[config.mk]
export PLATFORM = sky130hd
export DESIGN_NAME = lock_watch
export DESIGN_NICKNAME = d
export VERILOG_FILES = /design/src/rtl/lock_watch.sv
export SDC_FILE = /design/constraint.sdc
export NUM_CORES = 1
export LEC_CHECK = 0
export BUFFER_PORTS_ARGS = -buffer_cell sky130_fd_sc_hd__buf_4
export CAP_MARGIN = 20
export CORE_UTILIZATION = 44
export CTS_BUF_LIST = sky130_fd_sc_hd__clkbuf_8
export CTS_CLUSTER_SIZE = 28
export DETAILED_ROUTE_END_ITERATION = 7
export MAX_ROUTING_LAYER = met4
export PLACE_DENSITY = 0.68
export REMOVE_ABC_BUFFERS = 1
export SLEW_MARGIN = 25
export SYNTH_ARGS = -nofsm -noshare
export SYNTH_HDL_FRONTEND = slang
export SYNTH_SLANG_ARGS = --single-unit
[constraint.sdc]
create_clock -name clk -period 1.5 [get_ports clk]
set_input_delay 0.3 -clock clk [delete_from_list [all_inputs] [get_ports clk]]
set_output_delay 0.3 -clock clk [all_outputs]
set_load 0.02 [all_outputs]
[src/rtl/lock_watch.sv]
module lock_watch #(
  parameter int THR_SHORT = 4,
  parameter int THR_LONG  = 8,
  parameter int EXT_BASE  = 4
) (
  input  logic       clk,
  input  logic       rst_n,
  input  logic       ref_tick,
  input  logic       up_raw,
  input  logic       dn_raw,
  input  logic       swap_pol,
  input  logic       long_win,
  input  logic [1:0] ext_sel,
  output logic       up_out,
  output logic       dn_out,
  output logic       lock_n
);
  localparam int WW   = $clog2(THR_LONG + 1);
  localparam int EMAX = EXT_BASE * 8;
  localparam int EW   = $clog2(EMAX);

  logic          err_q;
  logic [WW-1:0] wcnt;
  logic [WW-1:0] lim;
  logic [EW-1:0] ecnt;
  logic [EW:0]   tgt;
  logic          viol;
  logic          last_tick;

  // polarity selection
  assign up_out = swap_pol ? dn_raw : up_raw;
  assign dn_out = swap_pol ? up_raw : dn_raw;

  assign lim       = long_win ? WW'(THR_LONG) : WW'(THR_SHORT);
  assign tgt       = (EW+1)'(EXT_BASE) << ext_sel;
  assign viol      = err_q && (wcnt >= lim);
  assign last_tick = ({1'b0, ecnt} == tgt - 1'b1);

  always_ff @(posedge clk or negedge rst_n) begin
    if (!rst_n) begin
      err_q <= 1'b0;
      wcnt  <= '0;
    end else begin
      err_q <= up_raw | dn_raw;
      if (!err_q)          wcnt <= '0;
      else if (wcnt >= lim) wcnt <= lim;
      else                 wcnt <= wcnt + 1'b1;
    end
  end

  // lock_n high = unlocked (released), low = locked
  always_ff @(posedge clk or negedge rst_n) begin
    if (!rst_n) begin
      lock_n <= 1'b1;
      ecnt   <= '0;
    end else if (viol) begin
      lock_n <= 1'b1;
      ecnt   <= '0;
    end else if (lock_n && ref_tick) begin
      if (last_tick) begin
        lock_n <= 1'b0;
        ecnt   <= '0;
      end else begin
        ecnt <= ecnt + 1'b1;
      end
    end
  end

  p_unlock_on_viol_r3: assert property (@(posedge clk) disable iff (!rst_n)
    viol |=> lock_n);
  p_clear_on_idle_r5: assert property (@(posedge clk) disable iff (!rst_n)
    !err_q |=> (wcnt == '0));
  p_no_overflow_r5: assert property (@(posedge clk) disable iff (!rst_n)
    wcnt <= WW'(THR_LONG));
  p_hold_no_strobe_r6: assert property (@(posedge clk) disable iff (!rst_n)
    (lock_n && !ref_tick) |=> lock_n);
  p_release_on_strobe_r6: assert property (@(posedge clk) disable iff (!rst_n)
    $fell(lock_n) |-> $past(ref_tick));
  p_no_release_in_error_r8: assert property (@(posedge clk) disable iff (!rst_n)
    viol |=> !$fell(lock_n));
endmodule

==> results.md, run 1 <==
- Vias per std cell: 5.581
- Final Slew Violations: 0
- Chip height: 41.01 microns
- Status: finished clean
- CP startpoint: wcnt[2]
- Final cycle utilization of the critical path: a little over nine tenths
- Area occupied by multi-input gates: 406.6 sq um
- Synthesized-area fraction occupied by adder cells: a little under a tenth
- Die W: around 41 microns
- Slowest stage delay, CP: around 360 ps
- Routed length per instance: around 14 microns
- Fillcell total: approximately 110
- Worst setup EP type: flip-flop
- Max frequency: 690.8 MHz
- Placed Instances: 99
- Yosys warns: 0
- Congestion Overflow GR: 0
- Area Growth Syn to Fin: 32.71%
- DR pass1 iterations: 4
- Root Buffer: clkbuf_8
- Input/output buffers: 11
- CTS Buf Count: 3
- Via Count: 586
- Leak: 0.4177 nW
- Flops & latches, synth: 11
- Ratio of cells with drive above 1 in the final layout: 34.44%
- CTS Sinks: 11
- Max Buffers Root-to-Sink: 2
- CTS tree: yes
- GPL Wtd Cong: 0.7895
- First-pass GRT wire length: 2.290 mm
- Worst Skew: 1.973 ps
- Dominant cells by area after synthesis: dfrtp_1 37%, ha_1 9.3%, nand3_1 6.0%
- Crit path arrival time: 1610 ps
- Sequential cell area: roughly 280 sq um
- Crit path launch type: flip-flop
- Power Density: around 1600 nW/um^2
- Final-report setup violation count: 0
- Cell Chain, Critical Path: inv_1, ha_1, nand2_2, a31oi_2, or3_1, o21ai_1
- Synth Flop Type: dfrtp_1
- H-tree Lvls: 1
- RR Startpoint: wcnt[2]
- Antenna fix cells: 0
- Final std cells w/o fill: 105
- Asr flop ratio synth: 100.0%
- DIE AREA: 1681 sq um
- Place WS: -92.84 ps
- Final HPWL DP: 1.030 mm
- Starting DRT DRC Count: 10
- Number of distinct library cells after synthesis: 27
- Area of placed instances: 793.3 sq um
- Largest net degree at the start of global routing: 12
- Setup ws final: 52.36 ps
- Pwr Total: 1.378 mW
- ANT nets after route: 0
- Core area: between 1000 and 1500 sq um
- Share of the synthesized area in the top cell type: 37.38%
- Synth area leader: dfrtp_1
- Max-slew headroom: about three quarters
- Slowest CP cell: or3_1
- FP Rows: 13
- Fin crit period: 1448 ps
- Synth Area in Simple Gates: 23.36%
- Hold crit path type: in2reg
- R2R Path End: ecnt[0]
- Largest family of logic cells by synthesized area: simple AND/OR/NAND/NOR gates
- Final instance area: between 800 and 900 sq um
- Worst-path maximum fanout: 3
- Final hold slack: 242.9 ps
- Synth Area in Compound Gates: between 15 and 20%
- Vias in the first global route: between 500 and 600
- Layout Nets: approximately 110
- Xor/xnor cell area share of the yosys netlist: 3.925%
- GR Util All Layers: 22.12%
- Cell area after synthesis: 669.4 sq um
- Clock transition at path regs: 50 ps
- EDFF count, synth: 0
- Mean Syn Cell Area: approximately 9.6 sq um
- Worst setup path class: reg2reg
- Initial antenna violation count: 0
- Cell count after synthesis: 70
- Post-route DRC: 0
- Worst r2r path cells: 6
- WP data required: 1660 ps
- Max-cap violations: 0
- Worst slew pin tran: 396.5 ps
- Initial Utilization: 49.58%
- Routed wire length: 1.511 mm
- Skew-Pair Late Insertion Delay: 240 ps
- Post-synthesis sequential area ratio: 41.31%
- VDD IR max: 0.0009326 V
- Worst Setup EP: ecnt[0]
- Mux cell area share after synthesis: 3.364%
- # IOs: 12
- Final hold violation count: 0
- Reg-to-reg slack, setup: between 50 and 60 ps
placed cells by master, fill, tap and decap left out, types with 2 or more instances in the layout:
cell type / n
inv_1: 6
nand3_1: 8
ha_1: 4
a31o_2: 2
nand2_1: 4
mux2_2: 2
buf_4: 15
clkbuf_8: 3
dfrtp_1: 10
o21ai_1: 2
xnor2_1: 2
o211a_1: 2
nor3_1: 2
nand4_1: 2
or3_1: 2
nor2_1: 4
and3_1: 3
metal layers:
metal,GRT usage [%],wire (microns),up-vias
met1,27.09,685,261
met5,-,0,-
met3,7.065,86,2
met2,33.20,727,22
li1,-,-,301
met4,9.167,12,0
flip-flops by register name, summed over array words and instances, names as in the netlist:
| register | count |
|---|---|
| ecnt | 5 |
| wcnt | 4 |
| err_q | 1 |
| lock_n | 1 |
power by group:
| part | internal [mW] | switching [mW] | total, mW |
|---|---|---|---|
| Sequential | 0.382 | 0.0721 | 0.454 |
| Combinational | 0.312 | 0.321 | 0.633 |
| Clock | 0.180 | 0.112 | 0.292 |
| Total | 0.874 | 0.505 | 1.38 |
cells in the mapped netlist, drive strengths merged (2+ instances only):
cell type and count:
mux2 2, nor3 2, o21ai 4, inv 5
nor2 4, a31o 2, dfrtp 10, a31oi 2
xnor2 2, o211a 2, o211ai 2, or3 2
nand3 8, nand2 5, and3 3, ha 5
nand4 2
what timing repair did:
action | CTS | global route
endpoints found under the setup margin | 0 | 5
hold buffers | 1 | 0
gates resized for setup | 0 | 5
endpoints found under the hold margin | 10 | 0
setup buffers | 0 | 1
cell families (layout without fill, tap and decap cells):
| kind of cell | count (synthesis) | in the layout |
|---|---|---|
| AOI/OAI and AO/OA | 14 | 14 |
| xor gates and xnor gates | 3 | 3 |
| adders and majority gates | 5 | 5 |
| buffers and inverters | 5 | 25 |
| DFF | 11 | 11 |
| muxes | 2 | 2 |
| and+or+nand+nor | 30 | 30 |
area by class of cell:
class | count | share of cell area (%)
inverters | 5 | 2.113
clock buffers | 3 | 4.648
repair buffers | 16 | 13.80
clock inverters | 1 | 0.4225
well taps | 15 | 2.113
multi-input cells | 54 | 45.77
flip-flops and latches | 11 | 31.13
per-stage QoR:
step | utilization (%) | setup TNS (ps)
global route | 65.80 | -10.62
global placement | 58.76 | -57.29
CTS | 62.84 | 0
finish | 65.80 | 0
floorplan | - | 0
detailed placement | 58.76 | -184.2
critical path: cells and delay by family, from the launching register on:
family                   cells  cell delay, ps
AO/OA/AOI/OAI                2             250
buffers and inverters        1              50
AND/OR/NAND/NOR              2             440
adder cells (fa/ha/maj)      1             280
flip-flops                   1             350
worst min-delay path by stage:
stage | from | endpoint | slack [ps] | cells past startpoint
after floorplan | rst_n | ecnt[0] | 4 | 0
after global placement | rst_n | wcnt[3] | 140 | 1
after detailed placement | rst_n | wcnt[2] | 150 | 1
after CTS | ref_tick | lock_n | 240 | 2
after global routing | ref_tick | lock_n | 250 | 2
final | ref_tick | lock_n | 240 | 2
Power figures use the tool's default switching activity.
==> inputs of run 2 (changes only) <==
RECOVER_POWER = 25   (was default)
==> run 2 against run 1 <==
Setup slack about the same. Clock power about the same. Non-clock buffer count unchanged. Via count increased by 0.17%. Global-route usage unchanged. Combinational power about the same. Fmax about the same. First-iteration DRC count increased by 10%. Utilization decreased by 0.56 points. Critical endpoint unchanged. Highest routed layer unchanged.
==> results.md, run 2 (synthesized netlist as in run 1, its figures left out) <==
- Antenna fix cells: 0 (unchanged)
- FP Rows: 13 (unchanged)
- H-tree Lvls: 1 (unchanged)
- Most common cell after layout, fill and taps aside: buf_4
- Max Buffers Root-to-Sink: 2 (unchanged)
- Root Buffer: clkbuf_8
- DIE AREA: 1681 sq um (unchanged)
- Worst setup EP type: flip-flop
- Final-report setup violation count: 0 (unchanged)
- WHS Endpoint: lock_n
- Placed Instances: 99 (unchanged)
- GPL Wtd Cong: 0.7895 (unchanged)
- Status: finished clean
- Crit path arrival time: 1610 ps (about the same)
- Routed wire length: 1.517 mm (+0.40%)
- Core area: 1350 sq um (unchanged)
- Largest reg by FF count: ecnt
- Via Count: 587 (+0.17%)
- Psw: 0.5057 mW (+0.20%)
- Worst-path maximum fanout: 3 (unchanged)
- Routed length per instance: 14.45 microns (+0.40%)
- Worst r2r path cells: 6 (unchanged)
- Layout Nets: 105 (unchanged)
- Worst Skew: 1.767 ps (-0.2057 ps)
- Reg-to-reg slack, setup: 50 ps (about the same)
- Clk pwr share: 21.2% (about the same)
- Final HPWL DP: 1.030 mm (unchanged)
- WP data required: 1660 ps (about the same)
- CTS Buf Count: 3 (unchanged)
- Place WS: -92.84 ps (unchanged)
- Post-route DRC: 0 (unchanged)
- Skew-Pair Late Insertion Delay: 240 ps (about the same)
- Setup ws final: 52.57 ps (+0.2094 ps)
- Largest net degree at the start of global routing: 12 (unchanged)
- Final std cells w/o fill: 105 (unchanged)
- RR Startpoint: wcnt[2]
- Ratio of cells with drive above 1 in the final layout: 32.22% (-2.2 points)
- Clock transition at path regs: 50 ps (about the same)
- Final cycle utilization of the critical path: 96.50% (about the same)
- CTS tree: yes
- Max-slew headroom: 57.44% (-16 points)
- First-pass GRT wire length: 2.290 mm (unchanged)
- CP startpoint: wcnt[2]
- Hold Crit Start: ref_tick
- Hold crit path type: in2reg
- R2R Path End: ecnt[0]
- Sequential share of power: 33.0% (about the same)
- Combinational Power Share: 45.8% (about the same)
- DR pass1 iterations: 4 (unchanged)
- Worst Hold Depth: 2 (unchanged)
- Final hold violation count: 0 (unchanged)
- Final Slew Violations: 0 (unchanged)
- ANT nets after route: 0 (unchanged)
- VDD IR max: 0.0009330 V (about the same)
- Worst setup path class: reg2reg
- Number of flip-flops in the largest register: 5 (unchanged)
- Setup TNS: 0 ps (unchanged)
- Area Growth Syn to Fin: 31.59%
- Sw frac: 36.73% (+0.11 points)
- Vias in the first global route: 539 (unchanged)
- Crit path launch type: flip-flop
- Core Util, Final: 65.25% (-0.56 points)
- Max-cap violations: 0 (unchanged)
- CTS Sinks: 11 (unchanged)
- Max frequency: 690.9 MHz (about the same)
- Initial antenna violation count: 0 (unchanged)
- Congestion Overflow GR: 0 (unchanged)
- Worst slew pin tran: 638.4 ps (+241.9 ps)
- Vias per std cell: 5.590 (+0.17%)
- Cell-internal power: 0.8712 mW (-0.27%)
- Fin crit period: 1447 ps (-0.2094 ps)
- Initial Utilization: 49.58% (unchanged)
- Die W: 41.01 microns (unchanged)
- Chip height: 41.01 microns (unchanged)
- GR Util All Layers: 22.12% (unchanged)
- Most frequent cells in the layout: 13 x buf_4, 10 x dfrtp_1, 8 x nand3_1
- Final hold slack: 242.9 ps (unchanged)
- Starting DRT DRC Count: 11 (+1)
- Leak: 0.4104 nW (-1.7%)
- # IOs: 12 (unchanged)
- Power Density: 1563 nW/um^2 (+0.75%)
- Top flop regs: ecnt x5, wcnt x4
- Input/output buffers: 11 (unchanged)
==> run 2: cell types whose count changed in the layout (fill, tap and decap cells not counted), sizes merged <==
cell	delta
buf	-2
clkbuf	+2
==> run 2: worst max-delay path: stages, from the launching register on <==
cell	delay [ps]
dfrtp_1	350
inv_1	50
ha_1	280
nand2_2	80
a31oi_2	110
or3_1	360
o21ai_1	140
==> run 2: per-layer routing <==
metal / global-route usage [%] / up-vias / part of all wire [%]
li1: - / 301 / -
met1: 27.09 / 262 / 45
met2: 33.20 / 22 / 48
met3: 7.065 / 2 / 5.7
met4: 9.167 / 0 / 0.79
met5: - / - / 0
==> run 2: how the worst max path moves through the flow <==
stage               endpoint  slack [ps]  cells after the start
CTS                  ecnt[0]           4                      5
global placement     ecnt[4]         -40                      7
detailed placement   ecnt[0]         -90                      7
global route         ecnt[0]         -10                      6
finish               ecnt[0]          50                      6
floorplan            ecnt[4]          70                      5
==> run 2: repair_timing <==
action | in CTS | in global routing
hold endpoints to repair | 10 | 0
resized for setup | 0 | 5
setup endpoints to repair | 0 | 5
hold buffers | 1 | 0
setup buffers | 0 | 1
==> run 2: per-stage QoR <==
stage | instance area, sq um | power, mW
floorplan | 669.4 | 0.7938
global placement | 793.3 | 0.9424
detailed placement | 793.3 | 0.9554
CTS | 848.3 | 1.263
global route | 880.8 | 1.490
finish | 880.8 | 1.377
==> run 2: cell type report <==
type                       instances  area [sq um]
clock inverter                     1         3.754
inverter                           5         18.77
sequential                        11         276.5
fill                             113         469.2
clock buffer                       3         41.29
tap                               15         18.77
multi-input combinational         54         406.6
timing repair buffer              16         115.1
==> run 2: power by group through the flow <==
| stage | sequential (mW) | combinational (mW) | clock [mW] |
|---|---|---|---|
| 3_5_place_dp | 0.450 | 0.506 | 0 |
| 6_report | 0.454 | 0.631 | 0.291 |
| 2_1_floorplan | 0.443 | 0.351 | 0 |
| 3_3_place_gp | 0.450 | 0.493 | 0 |
| 4_1_cts | 0.446 | 0.523 | 0.294 |
| 5_1_grt | 0.468 | 0.708 | 0.315 |
==> inputs of run 3 (changes only) <==
MAX_ROUTING_LAYER = default   (was met4)
==> run 3 against run 2 <==
Fmax down 0.22%. Flip-flop and latch count unchanged. Worst hold slack better by 1.9 ps. Via count up 0.34%.
==> results.md, run 3 (synthesized netlist as in run 1, its figures left out) <==
- Crit path launch type: flip-flop
- Congestion Overflow GR: 0 (unchanged)
- Cell Chain, Critical Path: inv_1, ha_1, nand2_2, a31oi_2, or3_1, o21ai_1
- CP startpoint: wcnt[2]
- Vias in the first global route: 539 (unchanged)
- Largest delay share family, worst path: simple AND/OR/NAND/NOR gates
- Area Growth Syn to Fin: 31.59% (unchanged)
- DR pass1 iterations: 5 (+1)
- GR Util All Layers: 21.52% (-0.60 points)
- Worst Skew: 4.573 ps (+2.806 ps)
- Sequential share of power: 32.9% (about the same)
- FP Rows: 13 (unchanged)
- Max frequency: 689.4 MHz (-0.22%)
- Most frequent cells in the layout: 13 x buf_4, 10 x dfrtp_1, 8 x nand3_1
- Worst setup EP type: flip-flop
- Sequential cell area: 276.5 sq um (unchanged)
- Psw: 0.5092 mW (+0.68%)
- ANT nets after route: 0 (unchanged)
- Vias per std cell: 5.610 (+0.34%)
- Sw frac: 36.89% (+0.16 points)
- Most common cell after layout, fill and taps aside: buf_4
- Initial antenna violation count: 0 (unchanged)
- Root Buffer: clkbuf_8
- VDD IR max: 0.0009373 V (+0.45%)
- Worst setup path class: reg2reg
- CTS tree: yes
- First-pass GRT wire length: 2.290 mm (unchanged)
- Core area: 1350 sq um (unchanged)
- Worst slew pin tran: 651.0 ps (+12.52 ps)
- Worst-path maximum fanout: 3 (unchanged)
- Skew-Pair Late Insertion Delay: 240 ps (about the same)
- Clock transition at path regs: 50 ps (about the same)
- Routed length per instance: 14.42 microns (-0.20%)
- Final std cells w/o fill: 105 (unchanged)
- Via Count: 589 (+0.34%)
- Ratio of cells with drive above 1 in the final layout: 32.22% (unchanged)
- WP buf/inv: 1 (unchanged)
- Max Buffers Root-to-Sink: 2 (unchanged)
- Final hold slack: 244.7 ps (+1.881 ps)
- GPL Wtd Cong: 0.7788 (-1.4%)
- H-tree Lvls: 1 (unchanged)
- Placed Instances: 99 (unchanged)
- Hold Crit Start: ref_tick
- Top flop regs: ecnt x5, wcnt x4
- Max-slew headroom: 56.60% (-0.83 points)
- Leak: 0.4104 nW (unchanged)
- Slowest CP cell: dfrtp_1
- Final cycle utilization of the critical path: 96.71% (+0.21 points)
- Slowest stage delay, CP: 350 ps (about the same)
- Routed wire length: 1.514 mm (-0.20%)
- CTS Buf Count: 3 (unchanged)
- Number of flip-flops in the largest register: 5 (unchanged)
- Fin crit period: 1451 ps (+3.165 ps)
- Fillcell total: 113 (unchanged)
- Setup ws final: 49.41 ps (-3.165 ps)
- Place WS: -92.84 ps (unchanged)
- Largest reg by FF count: ecnt
- Clk pwr share: 21.3% (about the same)
- Area occupied by multi-input gates: 406.6 sq um (unchanged)
- Power Density: 1567 nW/um^2 (+0.24%)
- Chip height: 41.01 microns (unchanged)
- Layout Nets: 105 (unchanged)
- Crit path arrival time: 1610 ps (about the same)
- Antenna fix cells: 0 (unchanged)
- # IOs: 12 (unchanged)
- Status: finished clean
- Initial Utilization: 49.58% (unchanged)
- Hold crit path type: in2reg
- Max-cap violations: 0 (unchanged)
- Post-route DRC: 0 (unchanged)
- Die W: 41.01 microns (unchanged)
- WP data required: 1660 ps (about the same)
- Final-report setup violation count: 0 (unchanged)
- Starting DRT DRC Count: 15 (+4)
- Core Util, Final: 65.25% (unchanged)
- CTS Sinks: 11 (unchanged)
- Final HPWL DP: 1.030 mm (unchanged)
- Final Slew Violations: 0 (unchanged)
- DIE AREA: 1681 sq um (unchanged)
- Input/output buffers: 11 (unchanged)
- Final hold violation count: 0 (unchanged)
- RR Startpoint: wcnt[2]
- Cell-internal power: 0.8711 mW (about the same)
- Combinational Power Share: 45.8% (about the same)
- Largest net degree at the start of global routing: 12 (unchanged)
run 3: worst register-to-register path, stage by stage, from the launching register on:
cell,delay [ps]
dfrtp_1,350
inv_1,50
ha_1,280
nand2_2,80
a31oi_2,110
or3_1,350
o21ai_1,140
run 3: path summary, 6_finish.rpt:
path                       endpoint  slack (ps)  cells after the start
min                          lock_n         240                      2
max in group asynchronous   ecnt[2]         480                      2
min reg2reg                  lock_n         540                      2
min in group asynchronous   wcnt[2]         600                      2
max                         ecnt[0]          50                      6
max reg2reg                 ecnt[0]          50                      6
run 3: metrics by stage:
stage | total power, mW | cell area (sq um) | setup TNS, ps
6_report | 1.380 | 880.8 | 0
5_1_grt | 1.484 | 880.8 | -8.361
4_1_cts | 1.263 | 848.3 | 0
3_5_place_dp | 0.9554 | 793.3 | -184.2
3_3_place_gp | 0.9424 | 793.3 | -57.29
2_1_floorplan | 0.7938 | 669.4 | 0
run 3: routing by layer:
metal / part of all wire (%) / global-route usage [%]
met5: 0 / 0
met1: 47 / 27.09
met4: 0.79 / 9.167
met2: 47 / 33.20
met3: 5.0 / 7.065
run 3: final cells by class:
cell class,instances,share of cell area (%)
multi-input combinational,54,46.16
sequential,11,31.39
timing repair buffer,16,13.07
clock buffer,3,4.687
inverter,5,2.131
tap,15,2.131
clock inverter,1,0.4261
run 3: power groups by stage:
| stage | Sequential (mW) | Clock [mW] | Combinational, mW |
|---|---|---|---|
| after floorplan | 0.443 | 0 | 0.351 |
| after global placement | 0.450 | 0 | 0.493 |
| after detailed placement | 0.450 | 0 | 0.506 |
| after CTS | 0.446 | 0.294 | 0.523 |
| after global routing | 0.468 | 0.312 | 0.704 |
| final | 0.454 | 0.295 | 0.632 |
run 3: repair_timing:
action,CTS,global route
endpoints found under the setup margin,0,5
hold buffers,1,0
setup buffers,0,1
endpoints found under the hold margin,10,0
resized for setup,0,5
